File: config.mk
export PLATFORM = sky130hd
export DESIGN_NAME = irq_mask_ctrl
export DESIGN_NICKNAME = d
export VERILOG_FILES = /design/src/rtl/irq_mask_ctrl_pkg.sv /design/src/rtl/imc_regport.sv /design/src/rtl/imc_pending.sv /design/src/rtl/imc_gate.sv /design/src/rtl/imc_sec_stub.sv /design/src/rtl/irq_mask_ctrl.sv
export SDC_FILE = /design/constraint.sdc
export NUM_CORES = 1
export LEC_CHECK = 0
export CORE_UTILIZATION = 35
export CTS_CLUSTER_SIZE = 10
export DETAILED_ROUTE_END_ITERATION = 12
export PLACE_DENSITY = 0.82
export RECOVER_POWER = 50
export SKIP_CTS_REPAIR_TIMING = 1
export SLEW_MARGIN = 20
export SYNTH_ARGS = -nofsm -noshare
export SYNTH_HDL_FRONTEND = slang
export SYNTH_SLANG_ARGS = --single-unit
File: constraint.sdc
create_clock -name clk -period 1.9 [get_ports clk]
set_input_delay 0.19 -clock clk [delete_from_list [all_inputs] [get_ports clk]]
set_output_delay 0.19 -clock clk [all_outputs]
set_load 0.03 [all_outputs]
File: src/rtl/irq_mask_ctrl_pkg.sv
// Package: shared sizes and register addresses of the masked interrupt controller.
// Assumes one controller of LINES request lines reached through a byte port.
package irq_mask_ctrl_pkg;
    localparam int LINES   = 8;
    localparam int ADDR_W  = 3;
    localparam int WIDE_W  = 64;
    localparam int IDX_W   = 4;

    typedef enum logic [ADDR_W-1:0] {
        A_PRI_STAT = 3'd0,
        A_PRI_MASK = 3'd1,
        A_PRI_ACK  = 3'd2,
        A_SEC_STAT = 3'd4,
        A_SEC_MASK = 3'd5,
        A_SEC_ACK  = 3'd6
    } reg_addr_e;
endpackage

File: src/rtl/imc_regport.sv
// Register port decoder: turns byte writes into strobes and a one-hot
// acknowledge vector, and multiplexes the zero-extended read data.
// Assumes at most one write per cycle; reads have no side effects.
module imc_regport
    import irq_mask_ctrl_pkg::*;
#(
    parameter int N      = LINES,
    parameter int AW     = ADDR_W,
    parameter int RW     = WIDE_W,
    parameter int IW     = IDX_W
) (
    input  logic          clk,
    input  logic          rst_n,
    input  logic          wr_en,
    input  logic [AW-1:0] addr,
    input  logic [N-1:0]  wdata,
    input  logic [N-1:0]  pend,
    output logic          pri_mask_we,
    output logic          sec_mask_we,
    output logic [N-1:0]  ack_vec,
    output logic [RW-1:0] rdata
);
    localparam int PAD_W = RW - N;

    logic          pri_ack_we;
    logic [IW-1:0] ack_idx;

    // Decode the write strobes from the address.
    always_comb begin
        pri_mask_we = wr_en && (addr == AW'(A_PRI_MASK));
        sec_mask_we = wr_en && (addr == AW'(A_SEC_MASK));
        pri_ack_we  = wr_en && (addr == AW'(A_PRI_ACK));
        ack_idx     = wdata[IW-1:0];
    end

    // One clear line per request line; indices past the last line match nothing.
    for (genvar i = 0; i < N; i++) begin : g_ack
        assign ack_vec[i] = pri_ack_we && (ack_idx == IW'(i));
    end

    // Read mux: only the primary status address returns data.
    always_comb begin
        if (addr == AW'(A_PRI_STAT)) rdata = {{PAD_W{1'b0}}, pend};
        else                         rdata = '0;
    end

    AST_ACK_ONEHOT: assert property (@(posedge clk) disable iff (!rst_n)
        $onehot0(ack_vec));
endmodule

File: src/rtl/imc_pending.sv
// Pending register: sources raise and drop bits, acknowledges drop single
// bits, and a raise wins over any drop of the same bit in the same cycle.
// Assumes all inputs are synchronous to clk.
module imc_pending #(
    parameter int N = 8
) (
    input  logic         clk,
    input  logic         rst_n,
    input  logic [N-1:0] set_vec,
    input  logic [N-1:0] clr_vec,
    input  logic [N-1:0] ack_vec,
    output logic [N-1:0] pend_d,
    output logic [N-1:0] pend_q
);
    // Next pending value: drops first, then raises override.
    always_comb begin
        pend_d = (pend_q & ~(clr_vec | ack_vec)) | set_vec;
    end

    // Hold the pending bits; reset empties them.
    always_ff @(posedge clk) begin
        if (!rst_n) pend_q <= '0;
        else        pend_q <= pend_d;
    end

    AST_SET_STICKS: assert property (@(posedge clk) disable iff (!rst_n)
        $past(rst_n) |-> ((pend_q & $past(set_vec)) == $past(set_vec)));
    AST_DROP_TAKES: assert property (@(posedge clk) disable iff (!rst_n)
        $past(rst_n) |-> ((pend_q & $past(clr_vec | ack_vec) & ~$past(set_vec)) == '0));
endmodule

File: src/rtl/imc_gate.sv
// Enable gate: keeps the enable set written in inverted sense and the
// registered interrupting flag that follows (pending AND enable).
// Assumes pend_d is the pending value that lands at the same edge.
module imc_gate #(
    parameter int N = 8
) (
    input  logic         clk,
    input  logic         rst_n,
    input  logic         mask_we,
    input  logic [N-1:0] wdata,
    input  logic [N-1:0] pend_d,
    input  logic [N-1:0] pend_q,
    output logic         irq_q
);
    logic [N-1:0] en_q;
    logic [N-1:0] en_d;

    // Next enable set: a mask write stores the inverted byte.
    always_comb begin
        en_d = mask_we ? ~wdata : en_q;
    end

    // Hold the enable set; reset masks every line.
    always_ff @(posedge clk) begin
        if (!rst_n) en_q <= '0;
        else        en_q <= en_d;
    end

    // Interrupting flag, recomputed from the values that land at this edge.
    always_ff @(posedge clk) begin
        if (!rst_n) irq_q <= 1'b0;
        else        irq_q <= |(pend_d & en_d);
    end

    AST_MASK_INVERTED: assert property (@(posedge clk) disable iff (!rst_n)
        $past(rst_n) && $past(mask_we) |-> (en_q == ~$past(wdata)));
    AST_IRQ_FOLLOWS: assert property (@(posedge clk) disable iff (!rst_n)
        irq_q == |(pend_q & en_q));
endmodule

File: src/rtl/imc_sec_stub.sv
// Secondary controller stub: stores its mask byte and nothing else.
// Assumes the stored byte drives no logic.
module imc_sec_stub #(
    parameter int N = 8
) (
    input  logic         clk,
    input  logic         rst_n,
    input  logic         mask_we,
    input  logic [N-1:0] wdata
);
    logic [N-1:0] sec_mask_q;

    // Keep the last written secondary mask.
    always_ff @(posedge clk) begin
        if (!rst_n)       sec_mask_q <= '0;
        else if (mask_we) sec_mask_q <= wdata;
    end

    AST_SEC_MASK_KEPT: assert property (@(posedge clk) disable iff (!rst_n)
        $past(rst_n) && $past(mask_we) |-> (sec_mask_q == $past(wdata)));
endmodule

File: src/rtl/irq_mask_ctrl.sv
// Top of the masked interrupt controller: register port, pending register,
// enable gate and secondary stub. Assumes a synchronous active-low reset.
module irq_mask_ctrl
    import irq_mask_ctrl_pkg::*;
(
    input  logic              clk,
    input  logic              rst_n,
    input  logic              reg_wr_en,
    input  logic [ADDR_W-1:0] reg_addr,
    input  logic [LINES-1:0]  reg_wdata,
    output logic [WIDE_W-1:0] reg_rdata,
    input  logic [LINES-1:0]  src_set,
    input  logic [LINES-1:0]  src_clr,
    output logic              irq_out
);
    logic             pri_mask_we;
    logic             sec_mask_we;
    logic [LINES-1:0] ack_vec;
    logic [LINES-1:0] pend_d;
    logic [LINES-1:0] pend_q;

    imc_regport #(.N(LINES), .AW(ADDR_W), .RW(WIDE_W), .IW(IDX_W)) u_regport (
        .clk         (clk),
        .rst_n       (rst_n),
        .wr_en       (reg_wr_en),
        .addr        (reg_addr),
        .wdata       (reg_wdata),
        .pend        (pend_q),
        .pri_mask_we (pri_mask_we),
        .sec_mask_we (sec_mask_we),
        .ack_vec     (ack_vec),
        .rdata       (reg_rdata)
    );

    imc_pending #(.N(LINES)) u_pending (
        .clk     (clk),
        .rst_n   (rst_n),
        .set_vec (src_set),
        .clr_vec (src_clr),
        .ack_vec (ack_vec),
        .pend_d  (pend_d),
        .pend_q  (pend_q)
    );

    imc_gate #(.N(LINES)) u_gate (
        .clk     (clk),
        .rst_n   (rst_n),
        .mask_we (pri_mask_we),
        .wdata   (reg_wdata),
        .pend_d  (pend_d),
        .pend_q  (pend_q),
        .irq_q   (irq_out)
    );

    imc_sec_stub #(.N(LINES)) u_sec (
        .clk     (clk),
        .rst_n   (rst_n),
        .mask_we (sec_mask_we),
        .wdata   (reg_wdata)
    );

    AST_RESET_EMPTY: assert property (@(posedge clk) disable iff (!rst_n)
        $past(!rst_n) |-> (pend_q == '0) && !irq_out);
endmodule

==> results.yml <==
yosys:
  ys_types: 27
  synth.top_cell.area_share: 0.314
  yosysSeqAreaShare: 0.254
  synthTopCellsByArea: "buf_4, dfxtp_1, and2_1"
  synth_edf_count: 0
  ys_ff_latch: 17
  ys_warn_count: 0
  async_reset_ff_frac: 0
  ys.flop_type: "dfxtp_1"
  yosys.area.top_type: "buf_4"
  netlist_area_sq_um: 1340
  avgSynthCellArea_sq_um: 8.48
  syn_inst: 158
sta:
  clock_skew_ns: 0.00224
  period_needed_ns: 1.71
  finalSetupTns_ns: 0
  worst_pin_slew_ns: 0.517
  fin_crit_sh: 0.898
  relSlewSlack: 0.654
  fmax_ghz: 0.586
  slew_violations: 0
  hold_viol_final: 0
  setup_violations: 0
  rsz0062_at_grt: "false"
worst_hold_path:
  hold_class: "reg -> reg"
power_and_ir_drop:
  swShare: 0.360
  p_switching_mw: 0.348
  powerDensity_nw_per_um2: 588
  power.leakage_nw: 0.805
  pwr-share-comb: 0.323
  clkPwrFrac: 0.285
  intPower_mw: 0.619
  seqPwrFrac: 0.393
  worst_ir_drop_vdd_uv: 220
global_route:
  globalRouteOverflowTotal: 0
  grt_pass1_wl_microns: 3890
  grt_max_degree: 18
  grt_usage: 0.123
  grt_pass1_vias: 892
  antenna_found_initial: 0
routing:
  via_per_inst: 3.96
  drtAntennaViolNets: 0
  first_pass_iters: 4
  drt_iter0_markers: 23
  wl_met2_microns: 1310
  routed_wl_microns: 2630
  vias: 1005
  drc: 0
  routedWlPerCell_microns: 10.3
  top_layer: "met4"
  wl_met3_microns: 157
  wl_met1_microns: 1110
die:
  core_sq_um: 3660
  rows: 22
  die_height_microns: 63.9
  die_area_sq_um: 4080
  die_x_microns: 63.9
  start_util: 0.366
  num_io_pins: 95
cells_and_area:
  n_antenna_cell: 0
  mostFrequentLayoutCells: "conb_1, clkdlybuf4s50_1, dfxtp_1, inv_1, buf_4"
  nFillCells: 385
  drive_above_1_share: 0.102
  final_common_cell: "conb_1"
  fin_area_sq_um: 1640
  final_util: 0.449
  fin_cells: 254
  area_delta_synth_final_pct: 22.6
  final_nets: 237
critical_path:
  cp.required_ns: 2.03
  cp_max_fo: 4
  worstSetupPathType: "in -> reg"
  endpoint_kind: "flop"
  cp_data_arrival_time_ns: 1.83
  critPathLaunchType: "input pin"
clocking:
  cts_tree: "done"
  htree_levels: 1
  cts_sinks: 17
  clock-root-buffer: "clkbuf_8"
  clk_pin_slew_ns: 0.07
  cts_max_path_buffers: 2
  cts_made_buffers: 3
  worstSkewPairLatency_ns: 0.25
placement:
  place_inst: 250
  dp_hpwl_microns: 2140
  place.gp.congestion: 0.835
  port-buffer-count: 38
  post_dp_cell_area_sq_um: 1610
job:
  drv_cap: 0
status:
  status: "finished, final reports clean"
==> power by group through the flow <==
stage          sequential, mW  combinational, mW  clock [mW]
3_3_place_gp            0.387              0.311           0
5_1_grt                 0.381              0.331       0.294
3_5_place_dp            0.388              0.312           0
2_1_floorplan           0.390              0.294           0
6_report                0.379              0.312       0.275
4_1_cts                 0.380              0.313       0.288
==> layout make-up <==
cell class              count  area [sq um]  area share
clock buffers               3          41.3      0.0251
clock inverters             1          5.00     0.00305
inverters                  16          60.1      0.0366
multi-input cells         121           712       0.433
flip-flops and latches     17           340       0.207
well taps                  48          60.1      0.0366
repair buffers             48           424       0.258
==> flip-flops by register name, summed over array words and instances, names as in the netlist <==
register,flops
u_gate.en_q,8
u_gate.irq_q,1
u_pending.pend_q,8
==> cell usage after synthesis (all sizes together) (2+ instances only) <==
cell type,instances
or3,2
dfxtp,17
nand2b,4
mux2i,8
a21o,3
nor4b,2
a32oi,7
and3,3
buf,58
or4,2
nand4bb,2
inv,16
and2,21
or4b,2
==> critical path, stage by stage <==
cell	delay (ns)
clkdlybuf4s50_1	0.45
or4_1	0.53
or3_1	0.33
a32oi_1	0.22
a41oi_1	0.12
==> metrics by stage <==
| step | power (mW) | worst slack, ns | hold slack [ns] |
|---|---|---|---|
| 2_1_floorplan | 0.684 | 0.469 | 0.303 |
| 5_1_grt | 1.01 | 0.0934 | 0.635 |
| 3_3_place_gp | 0.698 | -0.0302 | 0.585 |
| 4_1_cts | 0.980 | 0.210 | 0.614 |
| 6_report | 0.966 | 0.194 | 0.613 |
| 3_5_place_dp | 0.700 | -0.0766 | 0.599 |
==> cells by family after synthesis <==
family          Yosys count  synth area share
compound gates           13            0.0822
mux                       8            0.0598
buf+inv                  75             0.369
other cells               1           0.00280
flops                    17             0.254
simple gates             44             0.232
==> path summary, 6_finish.rpt <==
| check | start | to | slack [ns] | cells past startpoint |
|---|---|---|---|---|
| worst max register to register | u_pending.pend_q[1] | u_gate.irq_q | 0.85 | 4 |
| worst min-delay path | u_gate.en_q[5] | u_gate.en_q[5] | 0.61 | 3 |
| worst min register to register | u_gate.en_q[5] | u_gate.en_q[5] | 0.61 | 3 |
| worst max-delay path | reg_wdata[3] | u_gate.irq_q | 0.19 | 5 |
==> per-layer routing <==
| layer | vias up | track usage |
|---|---|---|
| li1 | 510 | - |
| met1 | 445 | 0.144 |
| met2 | 45 | 0.211 |
| met3 | 5 | 0.0214 |
| met4 | 0 | 0.0682 |
| met5 | - | 0 |
Note: power is estimated with default switching activity, not from simulation.
